$ cat src/rtl/adcq_pkg.sv
package adcq_pkg;
    // global register offsets
    localparam int REG_ENABLE = 'h00;
    localparam int REG_EVSEL  = 'h04;
    localparam int REG_RAW    = 'h08;
    localparam int REG_MASK   = 'h0C;
    localparam int REG_ACK    = 'h10;
    localparam int REG_UNDER  = 'h14;
    localparam int REG_SRC    = 'h18;
    // per-sequencer window
    localparam int SEQ_BASE      = 'h40;
    localparam int SEQ_STRIDE_LG = 5;
    localparam int SOFF_ROUTE    = 'h00;
    localparam int SOFF_CTL      = 'h04;
    localparam int SOFF_DATA     = 'h08;
    localparam int SOFF_STAT     = 'h0C;
    // status word layout
    localparam int ST_HEAD_LSB = 4;
    localparam int ST_EMPTY    = 8;
    localparam int ST_FULL     = 12;
    // event source and generator
    localparam int          EV_W        = 4;
    localparam logic [3:0]  EV_TIMER    = 4'd5;
    localparam logic [31:0] ROUTE_KEEP  = 32'h3333_3333;
    localparam logic [31:0] LCG_MUL     = 32'd314159;
    localparam logic [31:0] LCG_INC     = 32'd1;
    localparam int          SAMPLE_BASE = 'h200;
    localparam int          NOISE_LSB   = 16;
    localparam int          NOISE_W     = 3;
endpackage

$ cat src/rtl/adcq_fifo.sv
module adcq_fifo
    import adcq_pkg::*;
#(
    parameter int DEPTH  = 16,
    parameter int DATA_W = 10
) (
    input  logic              clk,
    input  logic              rst_n,
    input  logic              push,
    input  logic [DATA_W-1:0] push_data,
    input  logic              pop,
    output logic [DATA_W-1:0] front,
    output logic [31:0]       status,
    output logic              underflow
);
    localparam int PTR_W = $clog2(DEPTH);

    logic [DATA_W-1:0] mem [DEPTH];
    logic [PTR_W-1:0]  head_q, tail_q, head_n, tail_n;
    logic              empty_q, full_q, do_push, do_pop;

    always_comb begin
        do_push = push && !full_q;
        do_pop  = pop && !empty_q;
        head_n  = head_q + PTR_W'(do_push);
        tail_n  = tail_q + PTR_W'(do_pop);
    end

    always_ff @(posedge clk or negedge rst_n) begin
        if (!rst_n) begin
            head_q  <= '0;
            tail_q  <= '0;
            empty_q <= 1'b1;
            full_q  <= 1'b0;
        end else begin
            head_q <= head_n;
            tail_q <= tail_n;
            if (do_push && !do_pop) begin
                empty_q <= 1'b0;
                full_q  <= (head_n == tail_n);
            end else if (do_pop && !do_push) begin
                full_q  <= 1'b0;
                empty_q <= (tail_n == head_n);
            end
        end
    end

    always_ff @(posedge clk) begin
        if (do_push) mem[head_q] <= push_data;
    end

    assign front     = empty_q ? '0 : mem[tail_q];
    assign underflow = pop && empty_q;

    always_comb begin
        status                          = '0;
        status[PTR_W-1:0]               = tail_q;
        status[ST_HEAD_LSB +: PTR_W]    = head_q;
        status[ST_EMPTY]                = empty_q;
        status[ST_FULL]                 = full_q;
    end
endmodule

$ cat src/rtl/adcq_noise.sv
module adcq_noise
    import adcq_pkg::*;
#(
    parameter int NSEQ   = 4,
    parameter int DATA_W = 10
) (
    input  logic                        clk,
    input  logic                        rst_n,
    input  logic [NSEQ-1:0]             adv,
    output logic [NSEQ-1:0][DATA_W-1:0] gen
);
    logic [31:0]        st_q;
    logic [NSEQ:0][31:0] chain;

    assign chain[0] = st_q;

    for (genvar n = 0; n < NSEQ; n++) begin : g_step
        logic [31:0] stepped;
        assign stepped     = chain[n] * LCG_MUL + LCG_INC;
        assign chain[n+1]  = adv[n] ? stepped : chain[n];
        assign gen[n]      = DATA_W'(SAMPLE_BASE) + DATA_W'(stepped[NOISE_LSB +: NOISE_W]);
    end

    always_ff @(posedge clk or negedge rst_n) begin
        if (!rst_n) st_q <= '0;
        else        st_q <= chain[NSEQ];
    end
endmodule

$ cat src/rtl/adcq_seq_fifo.sv
module adcq_seq_fifo
    import adcq_pkg::*;
#(
    parameter int NSEQ   = 4,
    parameter int DEPTH  = 16,
    parameter int DATA_W = 10,
    parameter int ADDR_W = 8
) (
    input  logic              clk,
    input  logic              rst_n,
    input  logic              bus_wr,
    input  logic              bus_rd,
    input  logic [ADDR_W-1:0] bus_addr,
    input  logic [31:0]       bus_wdata,
    output logic [31:0]       bus_rdata,
    input  logic              timer_pulse,
    input  logic [DATA_W-1:0] ext_sample,
    output logic [NSEQ-1:0]   irq
);
    localparam int EVS_W = NSEQ * EV_W;

    logic [NSEQ-1:0]             en_q, raw_q, mask_q, under_q;
    logic [EVS_W-1:0]            evsel_q;
    logic                        src_ext_q;
    logic [NSEQ-1:0]             hit, adv, push_v, pop_v, underflow_v, seq_sel;
    logic [NSEQ-1:0][31:0]       stat_v, seq_rd, route_q, ctl_q;
    logic [NSEQ-1:0][DATA_W-1:0] front_v, gen_v, samp_v;
    logic                        wr_en, wr_ev, wr_mask, wr_ack, wr_under, wr_src;

    assign wr_en    = bus_wr && bus_addr == ADDR_W'(REG_ENABLE);
    assign wr_ev    = bus_wr && bus_addr == ADDR_W'(REG_EVSEL);
    assign wr_mask  = bus_wr && bus_addr == ADDR_W'(REG_MASK);
    assign wr_ack   = bus_wr && bus_addr == ADDR_W'(REG_ACK);
    assign wr_under = bus_wr && bus_addr == ADDR_W'(REG_UNDER);
    assign wr_src   = bus_wr && bus_addr == ADDR_W'(REG_SRC);

    adcq_noise #(.NSEQ(NSEQ), .DATA_W(DATA_W)) u_noise (
        .clk(clk), .rst_n(rst_n), .adv(adv), .gen(gen_v)
    );

    for (genvar n = 0; n < NSEQ; n++) begin : g_seq
        localparam logic [ADDR_W-1:0] WIN = ADDR_W'(SEQ_BASE + (n << SEQ_STRIDE_LG));
        logic [SEQ_STRIDE_LG-1:0] off;

        assign off        = bus_addr[SEQ_STRIDE_LG-1:0];
        assign seq_sel[n] = bus_addr[ADDR_W-1:SEQ_STRIDE_LG] == WIN[ADDR_W-1:SEQ_STRIDE_LG];
        assign hit[n]     = timer_pulse && en_q[n] && evsel_q[n*EV_W +: EV_W] == EV_TIMER;
        assign adv[n]     = hit[n] && !src_ext_q;
        assign push_v[n]  = hit[n];
        assign pop_v[n]   = bus_rd && seq_sel[n] && off == SEQ_STRIDE_LG'(SOFF_DATA);
        assign samp_v[n]  = src_ext_q ? ext_sample : gen_v[n];

        adcq_fifo #(.DEPTH(DEPTH), .DATA_W(DATA_W)) u_fifo (
            .clk(clk), .rst_n(rst_n),
            .push(push_v[n]), .push_data(samp_v[n]),
            .pop(pop_v[n]), .front(front_v[n]),
            .status(stat_v[n]), .underflow(underflow_v[n])
        );

        always_ff @(posedge clk or negedge rst_n) begin
            if (!rst_n) begin
                route_q[n] <= '0;
                ctl_q[n]   <= '0;
            end else if (bus_wr && seq_sel[n]) begin
                if (off == SEQ_STRIDE_LG'(SOFF_ROUTE)) route_q[n] <= bus_wdata & ROUTE_KEEP;
                if (off == SEQ_STRIDE_LG'(SOFF_CTL))   ctl_q[n]   <= bus_wdata;
            end
        end

        always_comb begin
            seq_rd[n] = '0;
            if (seq_sel[n]) begin
                unique case (off)
                    SEQ_STRIDE_LG'(SOFF_ROUTE): seq_rd[n] = route_q[n];
                    SEQ_STRIDE_LG'(SOFF_CTL):   seq_rd[n] = ctl_q[n];
                    SEQ_STRIDE_LG'(SOFF_DATA):  seq_rd[n] = 32'(front_v[n]);
                    SEQ_STRIDE_LG'(SOFF_STAT):  seq_rd[n] = stat_v[n];
                    default:                    seq_rd[n] = '0;
                endcase
            end
        end
    end

    always_ff @(posedge clk or negedge rst_n) begin
        if (!rst_n) begin
            en_q      <= '0;
            evsel_q   <= '0;
            mask_q    <= '0;
            src_ext_q <= 1'b0;
            raw_q     <= '0;
            under_q   <= '0;
        end else begin
            if (wr_en)   en_q      <= bus_wdata[NSEQ-1:0];
            if (wr_ev)   evsel_q   <= bus_wdata[EVS_W-1:0];
            if (wr_mask) mask_q    <= bus_wdata[NSEQ-1:0];
            if (wr_src)  src_ext_q <= bus_wdata[0];
            raw_q   <= (raw_q & ~(wr_ack ? bus_wdata[NSEQ-1:0] : '0)) | hit;
            under_q <= (under_q & ~(wr_under ? bus_wdata[NSEQ-1:0] : '0)) | underflow_v;
        end
    end

    assign irq = raw_q & mask_q;

    always_comb begin
        bus_rdata = '0;
        if (bus_addr == ADDR_W'(REG_ENABLE))     bus_rdata = 32'(en_q);
        else if (bus_addr == ADDR_W'(REG_EVSEL)) bus_rdata = 32'(evsel_q);
        else if (bus_addr == ADDR_W'(REG_RAW))   bus_rdata = 32'(raw_q);
        else if (bus_addr == ADDR_W'(REG_MASK))  bus_rdata = 32'(mask_q);
        else if (bus_addr == ADDR_W'(REG_ACK))   bus_rdata = 32'(raw_q & mask_q);
        else if (bus_addr == ADDR_W'(REG_UNDER)) bus_rdata = 32'(under_q);
        else if (bus_addr == ADDR_W'(REG_SRC))   bus_rdata = 32'(src_ext_q);
        else begin
            for (int n = 0; n < NSEQ; n++) bus_rdata = bus_rdata | seq_rd[n];
        end
    end
endmodule

$ cat config.mk
export PLATFORM = sky130hd
export DESIGN_NAME = adcq_seq_fifo
export DESIGN_NICKNAME = d
export VERILOG_FILES = /design/src/rtl/adcq_pkg.sv /design/src/rtl/adcq_fifo.sv /design/src/rtl/adcq_noise.sv /design/src/rtl/adcq_seq_fifo.sv
export SDC_FILE = /design/constraint.sdc
export NUM_CORES = 2
export LEC_CHECK = 0
export ABC_CLOCK_PERIOD_IN_PS = 36300
export CAP_MARGIN = 20
export CORE_UTILIZATION = 45
export CTS_CLUSTER_SIZE = 12
export DETAILED_ROUTE_END_ITERATION = 12
export PLACE_DENSITY = 0.65
export SYNTH_ARGS = -nofsm -noshare
export SYNTH_HDL_FRONTEND = slang
export SYNTH_HIERARCHICAL = 1
export SYNTH_SLANG_ARGS = --single-unit
$ cat constraint.sdc
create_clock -name clk -period 36.3 [get_ports clk]
set_clock_uncertainty 0.15 [all_clocks]
set_input_delay 7.26 -clock clk [delete_from_list [all_inputs] [get_ports clk]]
set_output_delay 7.26 -clock clk [all_outputs]
set_load 0.01 [all_outputs]
==> impl_metrics.ini <==
[cts]
cts-htree-levels = 3
cts_hold_buf = 0
cts.sinks = 924
cts_tree = done
cts_buffers = 95
cts_resized = 0
cts_buffer_depth = 3
clkLatencyLatePin_ns = 0.67
cts.reportedPaths.clkPinSlew_ns = 0.06
post_cts_buffers = 0
root_buffer = clkbuf_16

[global_routing]
grt_start_max_net_pins = 95
grt_pass1_vias = 33643
grt.overflow.total = 0
grt_pass1_wl_um = 205300
grt_usage_pct = 21.34
antenna_found_initial = 6

[timing]
finalHoldViolCount = 0
relSlewSlack_pct = 21.78
rsz0062_at_grt = no
clock.fmax_mhz = 40.32
worst_pin_slew_ns = 1.164
setup_viol = 0
finalSetupTns_ns = 0
fin_crit_ns = 24.80
drv_slew = 0
timing.final.crit_share_pct = 68.32

[floorplan]
rows = 128
die_w_um = 353.8
coreArea_um2 = 122200
dieArea_um2 = 125200
die_h_um = 353.8
start_util_pct = 45.57
io_pins = 91

[finish]
final_layout_size_suffix_gt1_share_pct = 13.49
syn2layout_area_growth_pct = 9.880
fin_nets = 4890
final_cell_area_um2 = 61190

[pwr]
powerDensity_nw_per_um2 = 39.24
max-vdd-ir-drop_mv = 0.04076
leakagePower_nw = 25.53

[setup_path]
crit_path_end_kind = register
cp_max_fo = 27
slowest_delay_ns = 0.93
cp.arrival_ns = 24.98
worstPathRequired_ns = 36.48
r2r_cells = 68
cpMaxStageDelayCell = mux2i_1
cp-start-kind = primary input
crit_path_frequent_cell = inv_1
worstSetupPathType = in2reg

[detailed_routing]
drc = 0
first_pass_iters = 5
wl_per_cell_um = 22.35
drt_iter0_drc = 2926
vias = 32671
ant_nets = 0
drt-total-wl_um = 132700
avgViaCountPerCell = 5.504

[placement]
io_buffers = 90
post-dp-hpwl_um = 93980
gp_congestion = 0.8921
dpl-instance-area_um2 = 58010

[yosys]
ys_types = 107
synthArstFlopShare_pct = 30.74
syn_inst = 4094
ys_seq_elements = 924
syn_avg_cell_area_um2 = 13.60
synth-main-ff-cell = edfxtp_1
synth-seq-area-share_pct = 47.28
yosysWarnings = 6
synth_area_um2 = 55680
synth_edf_count = 640

[worst_hold_path]
holdCritPathClass = reg2reg
whs_path_depth = 1

[status]
outcome = completed

[flow_run]
drv_cap = 0
==> layout make-up <==
class	instances	area, um2
fill	10381	61010
sequential	924	26340
multi-input combinational	2421	25720
clock buffer	150	2705
inverter	561	2106
timing repair buffer	230	2044
tap	1625	2033
clock inverter	20	231.5
antenna	5	12.51
==> critical path, delay by kind of cell <==
kind	cells	cell delay, ns
adder cells (fa/ha/maj)	21	9.09
AO/OA/AOI/OAI	6	2.49
buffers and inverters	18	2.11
AND/OR/NAND/NOR	8	1.83
multiplexers	2	1.31
XOR/XNOR	4	0.85
==> stage by stage <==
| step | hold slack, ns | util, % | cells | worst slack, ns | power, W |
|---|---|---|---|---|---|
| after detailed placement | 0.3203 | 47.47 | 5739 | 11.04 | 0.001497 |
| after global routing | 0.3502 | 50.07 | 5934 | 10.61 | 0.002491 |
| final | 0.3349 | 50.07 | 5936 | 11.50 | 0.002401 |
| after global placement | 0.3122 | 47.40 | 5730 | 11.35 | 0.001491 |
| after floorplan | 0.2937 | - | 4204 | 13.04 | 0.001411 |
| after CTS | 0.3342 | 49.88 | 5909 | 11.70 | 0.002417 |
==> power by group <==
| group | switching [W] | internal [W] |
|---|---|---|
| Sequential | 0.00000880 | 0.00118 |
| Clock | 0.000402 | 0.000521 |
| Combinational | 0.000178 | 0.000113 |
| Total | 0.000588 | 0.00181 |
==> sequential cells by signal, summed over array words and instances, names as in the netlist <==
| signal | count |
|---|---|
| g_seq.u_fifo/mem | 640 |
| en_q | 4 |
| g_seq.u_fifo/head_q | 16 |
| route_q | 64 |
| g_seq.u_fifo/full_q | 4 |
| g_seq.u_fifo/tail_q | 16 |
| u_noise/st_q | 19 |
| evsel_q | 16 |
| g_seq.u_fifo/empty_q | 4 |
| mask_q | 4 |
| src_ext_q | 1 |
| raw_q | 4 |
| under_q | 4 |
| ctl_q | 128 |
==> logic make-up (layout without fill, tap and decap cells) <==
family	after synthesis	count (layout)	synth area share [%]
flops	924	924	47.28
buf+inv	859	961	7.341
fa+ha+maj	602	602	17.10
compound gates	539	539	6.694
mux	509	509	14.08
simple gates	482	482	4.550
xor+xnor	173	173	2.912
other cells	6	121	0.04044
==> cells in the mapped netlist, types with 9 or more instances <==
library cell	number	area share, %
edfxtp_1	640	35
inv_1	558	3.8
ha_1	337	7.6
dfrtp_1	280	13
fa_1	265	9.5
mux2_2	186	3.8
buf_4	143	1.9
nand2_1	124	0.84
nor2_1	115	0.78
a21oi_1	112	1.0
mux2i_1	111	2.0
xnor2_1	111	1.7
mux4_1	109	5.1
o21ai_0	91	0.82
a22oi_1	66	0.89
clkbuf_1	55	0.37
o22ai_1	55	0.62
mux4_2	53	2.1
xor2_1	53	0.83
buf_2	51	0.46
and3_1	48	0.54
mux2_1	48	0.97
a221oi_1	44	0.69
a21o_1	34	0.46
nand3_1	27	0.24
nor3_1	27	0.24
buf_1	20	0.13
nand2b_1	19	0.21
nor2b_1	19	0.21
and2_1	18	0.20
buf_6	17	0.34
or3_1	17	0.19
o31ai_1	11	0.15
a32o_1	10	0.18
o21a_1	10	0.13
a31oi_1	9	0.10
nand3b_1	9	0.12
or4_1	9	0.12
==> layer usage <==
layer | part of all wire (%) | GRT usage, % | vias to the layer above | wire, um
met5 | 0.020 | 0 | - | 27
met4 | 2.7 | 6.268 | 4 | 3589
met3 | 4.9 | 2.562 | 195 | 6497
met2 | 47 | 34.38 | 874 | 62270
met1 | 45 | 30.39 | 16740 | 60270
li1 | - | - | 14858 | -
==> path summary, 6_finish.rpt <==
check                                 from                         to  slack, ns
max in group asynchronous            rst_n           u_noise/st_q[13]      27.43
max reg2reg                u_noise/st_q[6]  g_seq[3].u_fifo/mem[2][2]      15.75
min reg2reg                     under_q[3]                 under_q[3]       0.33
max                            timer_pulse  g_seq[3].u_fifo/mem[2][2]      11.50
min                             under_q[3]                 under_q[3]       0.33
min in group asynchronous            rst_n                  ctl_q[90]       6.44
==> layout by cell type, fill, tap and decap left out, types with 55 or more instances in the layout <==
| cell | instances |
|---|---|
| clkdlybuf4s50_1 | 89 |
| a21oi_1 | 112 |
| nand2_1 | 124 |
| conb_1 | 116 |
| buf_4 | 121 |
| edfxtp_1 | 640 |
| mux2_2 | 186 |
| mux2i_1 | 111 |
| inv_1 | 558 |
| a22oi_1 | 66 |
| o21ai_0 | 72 |
| mux4_1 | 109 |
| nor2_1 | 115 |
| fa_1 | 265 |
| dfrtp_1 | 275 |
| clkbuf_16 | 96 |
| ha_1 | 337 |
| xnor2_1 | 111 |
| o22ai_1 | 55 |
No activity file was read; power rests on OpenSTA's default activity.
